<file path="config.mk">
export PLATFORM = sky130hd
export DESIGN_NAME = ide_bm_regs
export DESIGN_NICKNAME = d
export VERILOG_FILES = /design/src/rtl/ide_bm_pkg.sv /design/src/rtl/ide_bm_ctrl.sv /design/src/rtl/ide_bm_irq.sv /design/src/rtl/ide_bm_dp.sv /design/src/rtl/ide_bm_regs.sv
export SDC_FILE = /design/constraint.sdc
export NUM_CORES = 1
export LEC_CHECK = 0
export BUFFER_PORTS_ARGS = -buffer_cell sky130_fd_sc_hd__buf_2
export CAP_MARGIN = 15
export CORE_ASPECT_RATIO = 1.1
export CORE_UTILIZATION = 31
export CTS_BUF_LIST = sky130_fd_sc_hd__clkbuf_4 sky130_fd_sc_hd__clkbuf_8 sky130_fd_sc_hd__clkbuf_16
export CTS_CLUSTER_DIAMETER = 60
export DETAILED_ROUTE_END_ITERATION = 6
export PLACE_DENSITY_LB_ADDON = 0.12
export SKIP_CTS_REPAIR_TIMING = 1
export SYNTH_ARGS = -nofsm -noshare
export SYNTH_HDL_FRONTEND = slang
export SYNTH_HIERARCHICAL = 1
export SYNTH_SLANG_ARGS = --single-unit
</file>
<file path="constraint.sdc">
create_clock -name clk -period 2.05 [get_ports clk]
set_input_delay 0.41 -clock clk [delete_from_list [all_inputs] [get_ports clk]]
set_output_delay 0.41 -clock clk [all_outputs]
set_load 0.02 [all_outputs]
</file>
<file path="src/rtl/ide_bm_pkg.sv">
package ide_bm_pkg;

  // Channel and window geometry
  localparam int NUM_CH    = 2;
  localparam int CH_BYTES  = 8;
  localparam int CH_AW     = $clog2(CH_BYTES);
  localparam int WIN_BYTES = NUM_CH * CH_BYTES;
  localparam int WIN_AW    = $clog2(WIN_BYTES);
  localparam int CH_SEL_W  = $clog2(NUM_CH);
  localparam int PRD_BYTES = 4;
  localparam int PRD_LW    = $clog2(PRD_BYTES);

  // Bit positions decoded by software
  localparam int CMD_START_BIT = 0;
  localparam int CMD_DIR_BIT   = 3;
  localparam int STS_ACT_BIT   = 0;
  localparam int STS_ERR_BIT   = 1;
  localparam int STS_INT_BIT   = 2;
  localparam int STS_USR_LSB   = 5;
  localparam int STS_USR_W     = 2;
  localparam int MODE_IRQ_LSB  = 2;
  localparam int MODE_BLK_LSB  = 4;

  typedef enum logic [CH_AW-1:0] {
    OFS_CMD  = 3'd0,
    OFS_MODE = 3'd1,
    OFS_STAT = 3'd2,
    OFS_TIM  = 3'd3,
    OFS_PRD0 = 3'd4,
    OFS_PRD1 = 3'd5,
    OFS_PRD2 = 3'd6,
    OFS_PRD3 = 3'd7
  } regOfs_e;

  // Strobes from the decode control to the datapath
  typedef struct packed {
    logic [NUM_CH-1:0]   cmdWr;
    logic [NUM_CH-1:0]   statWr;
    logic [NUM_CH-1:0]   timWr;
    logic [NUM_CH-1:0]   prdWr;
    logic                modeWr;
    logic [PRD_LW-1:0]   prdLane;
    logic                rdHit;
    logic [CH_SEL_W-1:0] rdCh;
    regOfs_e             rdOfs;
  } bmStrobes_t;

endpackage

</file>
<file path="src/rtl/ide_bm_ctrl.sv">
module ide_bm_ctrl
  import ide_bm_pkg::*;
#(
  parameter int ADDR_W = 5
) (
  input  logic [ADDR_W-1:0] addr,
  input  logic              wrEn,
  output bmStrobes_t        strb
);

  logic                winHit;
  logic [CH_SEL_W-1:0] chSel;
  regOfs_e             ofs;

  always_comb begin
    winHit = ((addr >> WIN_AW) == '0);
    chSel  = addr[CH_AW +: CH_SEL_W];
    ofs    = regOfs_e'(addr[CH_AW-1:0]);

    strb         = '0;
    strb.rdHit   = winHit;
    strb.rdCh    = chSel;
    strb.rdOfs   = ofs;
    strb.prdLane = addr[PRD_LW-1:0];

    if (wrEn && winHit) begin
      case (ofs)
        OFS_CMD:  strb.cmdWr[chSel]  = 1'b1;
        OFS_MODE: strb.modeWr        = 1'b1;
        OFS_STAT: strb.statWr[chSel] = 1'b1;
        OFS_TIM:  strb.timWr[chSel]  = 1'b1;
        default:  strb.prdWr[chSel]  = 1'b1;
      endcase
    end
  end

endmodule

</file>
<file path="src/rtl/ide_bm_irq.sv">
module ide_bm_irq
  import ide_bm_pkg::*;
(
  input  logic              clk,
  input  logic              rstN,
  input  logic [NUM_CH-1:0] chIrq,
  input  logic              modeWr,
  input  logic [7:0]        wrData,
  output logic [7:0]        modeByte,
  output logic              pciIrq
);

  logic [NUM_CH-1:0] irqLat;
  logic [NUM_CH-1:0] blkMask;
  logic [NUM_CH-1:0] chActive;

  // Request levels are latched every clock; masks change only on a write.
  always_ff @(posedge clk or negedge rstN) begin
    if (!rstN) begin
      irqLat  <= '0;
      blkMask <= '0;
      pciIrq  <= 1'b0;
    end else begin
      irqLat <= chIrq;
      if (modeWr) blkMask <= wrData[MODE_BLK_LSB +: NUM_CH];
      pciIrq <= |chActive;
    end
  end

  assign chActive = irqLat & ~blkMask;

  always_comb begin
    modeByte = '0;
    modeByte[MODE_IRQ_LSB +: NUM_CH] = irqLat;
    modeByte[MODE_BLK_LSB +: NUM_CH] = blkMask;
  end

endmodule

</file>
<file path="src/rtl/ide_bm_dp.sv">
module ide_bm_dp
  import ide_bm_pkg::*;
(
  input  logic              clk,
  input  logic              rstN,
  input  bmStrobes_t        strb,
  input  logic [7:0]        wrData,
  input  logic [NUM_CH-1:0] dmaErrSet,
  input  logic [NUM_CH-1:0] dmaIntSet,
  input  logic [7:0]        modeByte,
  output logic [7:0]        rdData
);

  logic [7:0] chByte [NUM_CH];

  for (genvar g = 0; g < NUM_CH; g++) begin : gCh
    logic                 cmdStart;
    logic                 cmdDir;
    logic                 stsErr;
    logic                 stsInt;
    logic [STS_USR_W-1:0] stsUsr;
    logic [7:0]           timReg;
    logic [7:0]           prdReg [PRD_BYTES];
    logic                 clrErr;
    logic                 clrInt;
    logic [7:0]           rdByte;

    assign clrErr = strb.statWr[g] & wrData[STS_ERR_BIT];
    assign clrInt = strb.statWr[g] & wrData[STS_INT_BIT];

    always_ff @(posedge clk or negedge rstN) begin
      if (!rstN) begin
        cmdStart <= 1'b0;
        cmdDir   <= 1'b0;
        stsErr   <= 1'b0;
        stsInt   <= 1'b0;
        stsUsr   <= '0;
        timReg   <= '0;
        for (int b = 0; b < PRD_BYTES; b++) prdReg[b] <= '0;
      end else begin
        if (strb.cmdWr[g]) begin
          cmdStart <= wrData[CMD_START_BIT];
          cmdDir   <= wrData[CMD_DIR_BIT];
        end
        if (strb.statWr[g]) stsUsr <= wrData[STS_USR_LSB +: STS_USR_W];
        // Set pulse has priority over a write-one-to-clear.
        stsErr <= dmaErrSet[g] | (stsErr & ~clrErr);
        stsInt <= dmaIntSet[g] | (stsInt & ~clrInt);
        if (strb.timWr[g]) timReg <= wrData;
        if (strb.prdWr[g]) prdReg[strb.prdLane] <= wrData;
      end
    end

    always_comb begin
      rdByte = '0;
      case (strb.rdOfs)
        OFS_CMD: begin
          rdByte[CMD_START_BIT] = cmdStart;
          rdByte[CMD_DIR_BIT]   = cmdDir;
        end
        OFS_MODE: rdByte = modeByte;
        OFS_STAT: begin
          rdByte[STS_ACT_BIT] = cmdStart;
          rdByte[STS_ERR_BIT] = stsErr;
          rdByte[STS_INT_BIT] = stsInt;
          rdByte[STS_USR_LSB +: STS_USR_W] = stsUsr;
        end
        OFS_TIM: rdByte = timReg;
        default: rdByte = prdReg[strb.prdLane];
      endcase
    end

    assign chByte[g] = rdByte;
  end

  assign rdData = strb.rdHit ? chByte[strb.rdCh] : 8'hFF;

endmodule

</file>
<file path="src/rtl/ide_bm_regs.sv">
module ide_bm_regs
  import ide_bm_pkg::*;
#(
  parameter int ADDR_W = 5
) (
  input  logic              clk,
  input  logic              rstN,
  input  logic [ADDR_W-1:0] addr,
  input  logic              wrEn,
  input  logic [7:0]        wrData,
  output logic [7:0]        rdData,
  input  logic [NUM_CH-1:0] chIrq,
  input  logic [NUM_CH-1:0] dmaErrSet,
  input  logic [NUM_CH-1:0] dmaIntSet,
  output logic              pciIrq
);

  bmStrobes_t strb;
  logic [7:0] modeByte;

  ide_bm_ctrl #(.ADDR_W(ADDR_W)) u_ctrl (
    .addr (addr),
    .wrEn (wrEn),
    .strb (strb)
  );

  ide_bm_irq u_irq (
    .clk      (clk),
    .rstN     (rstN),
    .chIrq    (chIrq),
    .modeWr   (strb.modeWr),
    .wrData   (wrData),
    .modeByte (modeByte),
    .pciIrq   (pciIrq)
  );

  ide_bm_dp u_dp (
    .clk       (clk),
    .rstN      (rstN),
    .strb      (strb),
    .wrData    (wrData),
    .dmaErrSet (dmaErrSet),
    .dmaIntSet (dmaIntSet),
    .modeByte  (modeByte),
    .rdData    (rdData)
  );

endmodule

</file>
==> flow_summary.json <==
{
  "status": "complete, but fails checks",
  "violations": "setup timing",
  "endpoint_kind": "output pin",
  "synthDominantCellAreaShare_pct": 50.5,
  "min_path_type": "input port to asynchronous set/reset pin",
  "ys_ff_latch": 97,
  "crit_family": "multiplexers",
  "period_share_pct": 110,
  "cpPeakStageDelay_ns": 0.49,
  "place_congestion": 0.713,
  "cp_cell_sequence": "mux4_2 > mux2_4 > nand2_4 > o2111ai_4 > buf_6",
  "fin_ws_ns": -0.204,
  "coreArea_um2": 15100,
  "antenna_found_initial": 0,
  "rsz0062_at_grt": "yes",
  "cpMaxStageDelayCell": "mux4_2",
  "cap_viol_max_count": 0,
  "cp_data_required_time_ns": 1.64,
  "irDropWorstVdd_uv": 425,
  "final_util_pct": 39.2,
  "avgSynthCellArea_um2": 13.7,
  "path_buf_inv": 1,
  "min_period_ns": 2.25,
  "grt_usage_pct": 14.9,
  "wl_um": 11000,
  "row_count": 47,
  "fin_nets": 432,
  "overflow": 0,
  "vias": 2906,
  "cp.arrival_ns": 1.84,
  "synth_edf_count": 0,
  "async_flop_share_pct": 100,
  "routedWlPerCell_um": 18.0,
  "drcViolationCount": 0,
  "fmax_ghz": 0.444,
  "die_h_um": 133,
  "ant_nets": 0,
  "design.die.area_um2": 16000,
  "cts_htree_levels": 3,
  "cts_tree": "done",
  "pwr_density_cell_nw_per_um2": 867,
  "diodes": 0,
  "setup_violations": 8,
  "slew_violations": 0,
  "initial_core_util_pct": 31.8,
  "hold_viol": 0,
  "die_w_um": 121,
  "p_leak_uw": 0.00266,
  "drtIter0Drc": 128,
  "grt_max_degree": 98,
  "fillers": 1422,
  "clk_pin_slew_ns": 0.07,
  "path_class": "flip-flop to output pin",
  "ys_top_cells_by_area": "dfrtp_1 51%, mux2_2 23%, mux4_1 7.7%",
  "clk_latency_ns": 0.34,
  "hpwlAfterDp_um": 7860,
  "grt_pass1_vias": 3127,
  "startpoint_type": "flip-flop",
  "drive_gt1_share_pct": 54.6,
  "areaGrowthSynthToFinish_pct": 23.2,
  "clock-root-buffer": "clkbuf_16",
  "setup-tns-final_ns": -1.43,
  "first_pass_iters": 4,
  "holdWs_ns": 0.109,
  "io_buffers": 30,
  "slew_headroom_pct": 64.3,
  "io-pin-count": 31,
  "dp_slack_ns": -0.488,
  "critPathMaxFanout": 2,
  "vias_per_cell": 4.76,
  "fin_skew_ns": 0.000250,
  "cts.sinks": 97,
  "clock_path_buffers": 2,
  "grt_pass1_wl_um": 17800,
  "ys_seq_area_share_pct": 50.5,
  "synth_ff_type": "dfrtp_1",
  "ys_types": 42,
  "finalPower_uw": 5130,
  "netlist_area_um2": 4800,
  "tightest_slew_ns": 0.536,
  "numCtsBuffers": 9,
  "synthCells": 350,
  "synth_largest_area_cell": "dfrtp_1",
  "yosysWarnings": 6
}
-- power by group --
| part | switching [uW] | internal [uW] | total, uW |
|---|---|---|---|
| Sequential | 181 | 2270 | 2450 |
| Clock | 720 | 953 | 1670 |
| Combinational | 406 | 605 | 1010 |
| Total | 1310 | 3830 | 5130 |
-- flip-flops by register name (all words and copies together), names as in the netlist --
signal and count:
u_dp/gCh.prdReg 64, u_dp/gCh.stsUsr 4, u_irq/blkMask 2, u_dp/gCh.cmdDir 2, u_dp/gCh.cmdStart 2, u_irq/irqLat 2, u_dp/gCh.stsInt 2, u_dp/gCh.stsErr 2
u_irq/pciIrq 1, u_dp/gCh.timReg 16
-- path summary, 6_finish.rpt --
check,startpoint,to,slack (ns),cells past startpoint
setup / recovery,u_dp/gCh[0].prdReg[2],rdData[2],-0.20,5
hold / removal,rstN,u_dp/gCh[1].prdReg[16],0.11,2
setup reg to reg,u_dp/gCh[0].prdReg[28],u_dp/gCh[0].prdReg[28],1.17,2
hold reg to reg,u_dp/gCh[0].stsInt,u_dp/gCh[0].stsInt,0.49,1
max in group asynchronous,rstN,u_dp/gCh[1].prdReg[2],1.52,2
min in group clk,chIrq[0],u_irq/irqLat[0],0.18,1
-- logic make-up (layout without fill, tap and decap cells) --
| logic type | count (synthesis) | after routing | synth area share [%] |
|---|---|---|---|
| mux | 124 | 124 | 33.1 |
| other cells | 1 | 4 | 0.0781 |
| compound gates | 29 | 29 | 4.09 |
| flops | 97 | 97 | 50.5 |
| simple gates | 61 | 61 | 7.89 |
| buf+inv | 38 | 99 | 4.32 |
-- layer usage --
metal  track usage (%)  part of all wire [%]
met1              19.8                    48
met2              24.1                    48
met3              3.41                   2.4
met4              4.80                   1.5
met5                 0                     0
-- cells in the final DEF (no fill, tap or decap), drive strengths merged, types with 5 or more instances in the layout --
cell	n
dfrtp	97
mux2	96
buf	80
nand2	19
mux2i	14
mux4	14
nor2	12
clkbuf	10
a21oi	6
o21ai	6
nand3	5
inv	5
o2111ai	5
-- final cells by class --
type,instances,area [um2],share of cell area [%]
clock buffer,10,233,3.93
clock inverter,5,56.3,0.951
inverter,4,15.0,0.254
multi-input combinational,218,2280,38.5
sequential,97,2430,41.0
tap,196,245,4.14
timing repair buffer,80,663,11.2
-- synth_stat cells (3+ instances only) --
cell / number
a21o_1: 4
a21oi_1: 6
buf_1: 3
buf_2: 4
buf_4: 11
clkbuf_1: 14
dfrtp_1: 97
inv_1: 4
mux2_2: 96
mux2i_1: 14
mux4_1: 14
nand2_1: 17
nand2b_1: 3
nand3_1: 5
nand3b_1: 4
nor2_1: 12
o2111ai_1: 5
o21ai_0: 6
or3b_2: 3
-- through the flow --
stage	std cells	instance area [um2]
CTS	608	5790
global route	610	5920
detailed placement	593	5500
global placement	593	5500
finish	610	5920
floorplan	353	4890
Power figures use the tool's default switching activity.
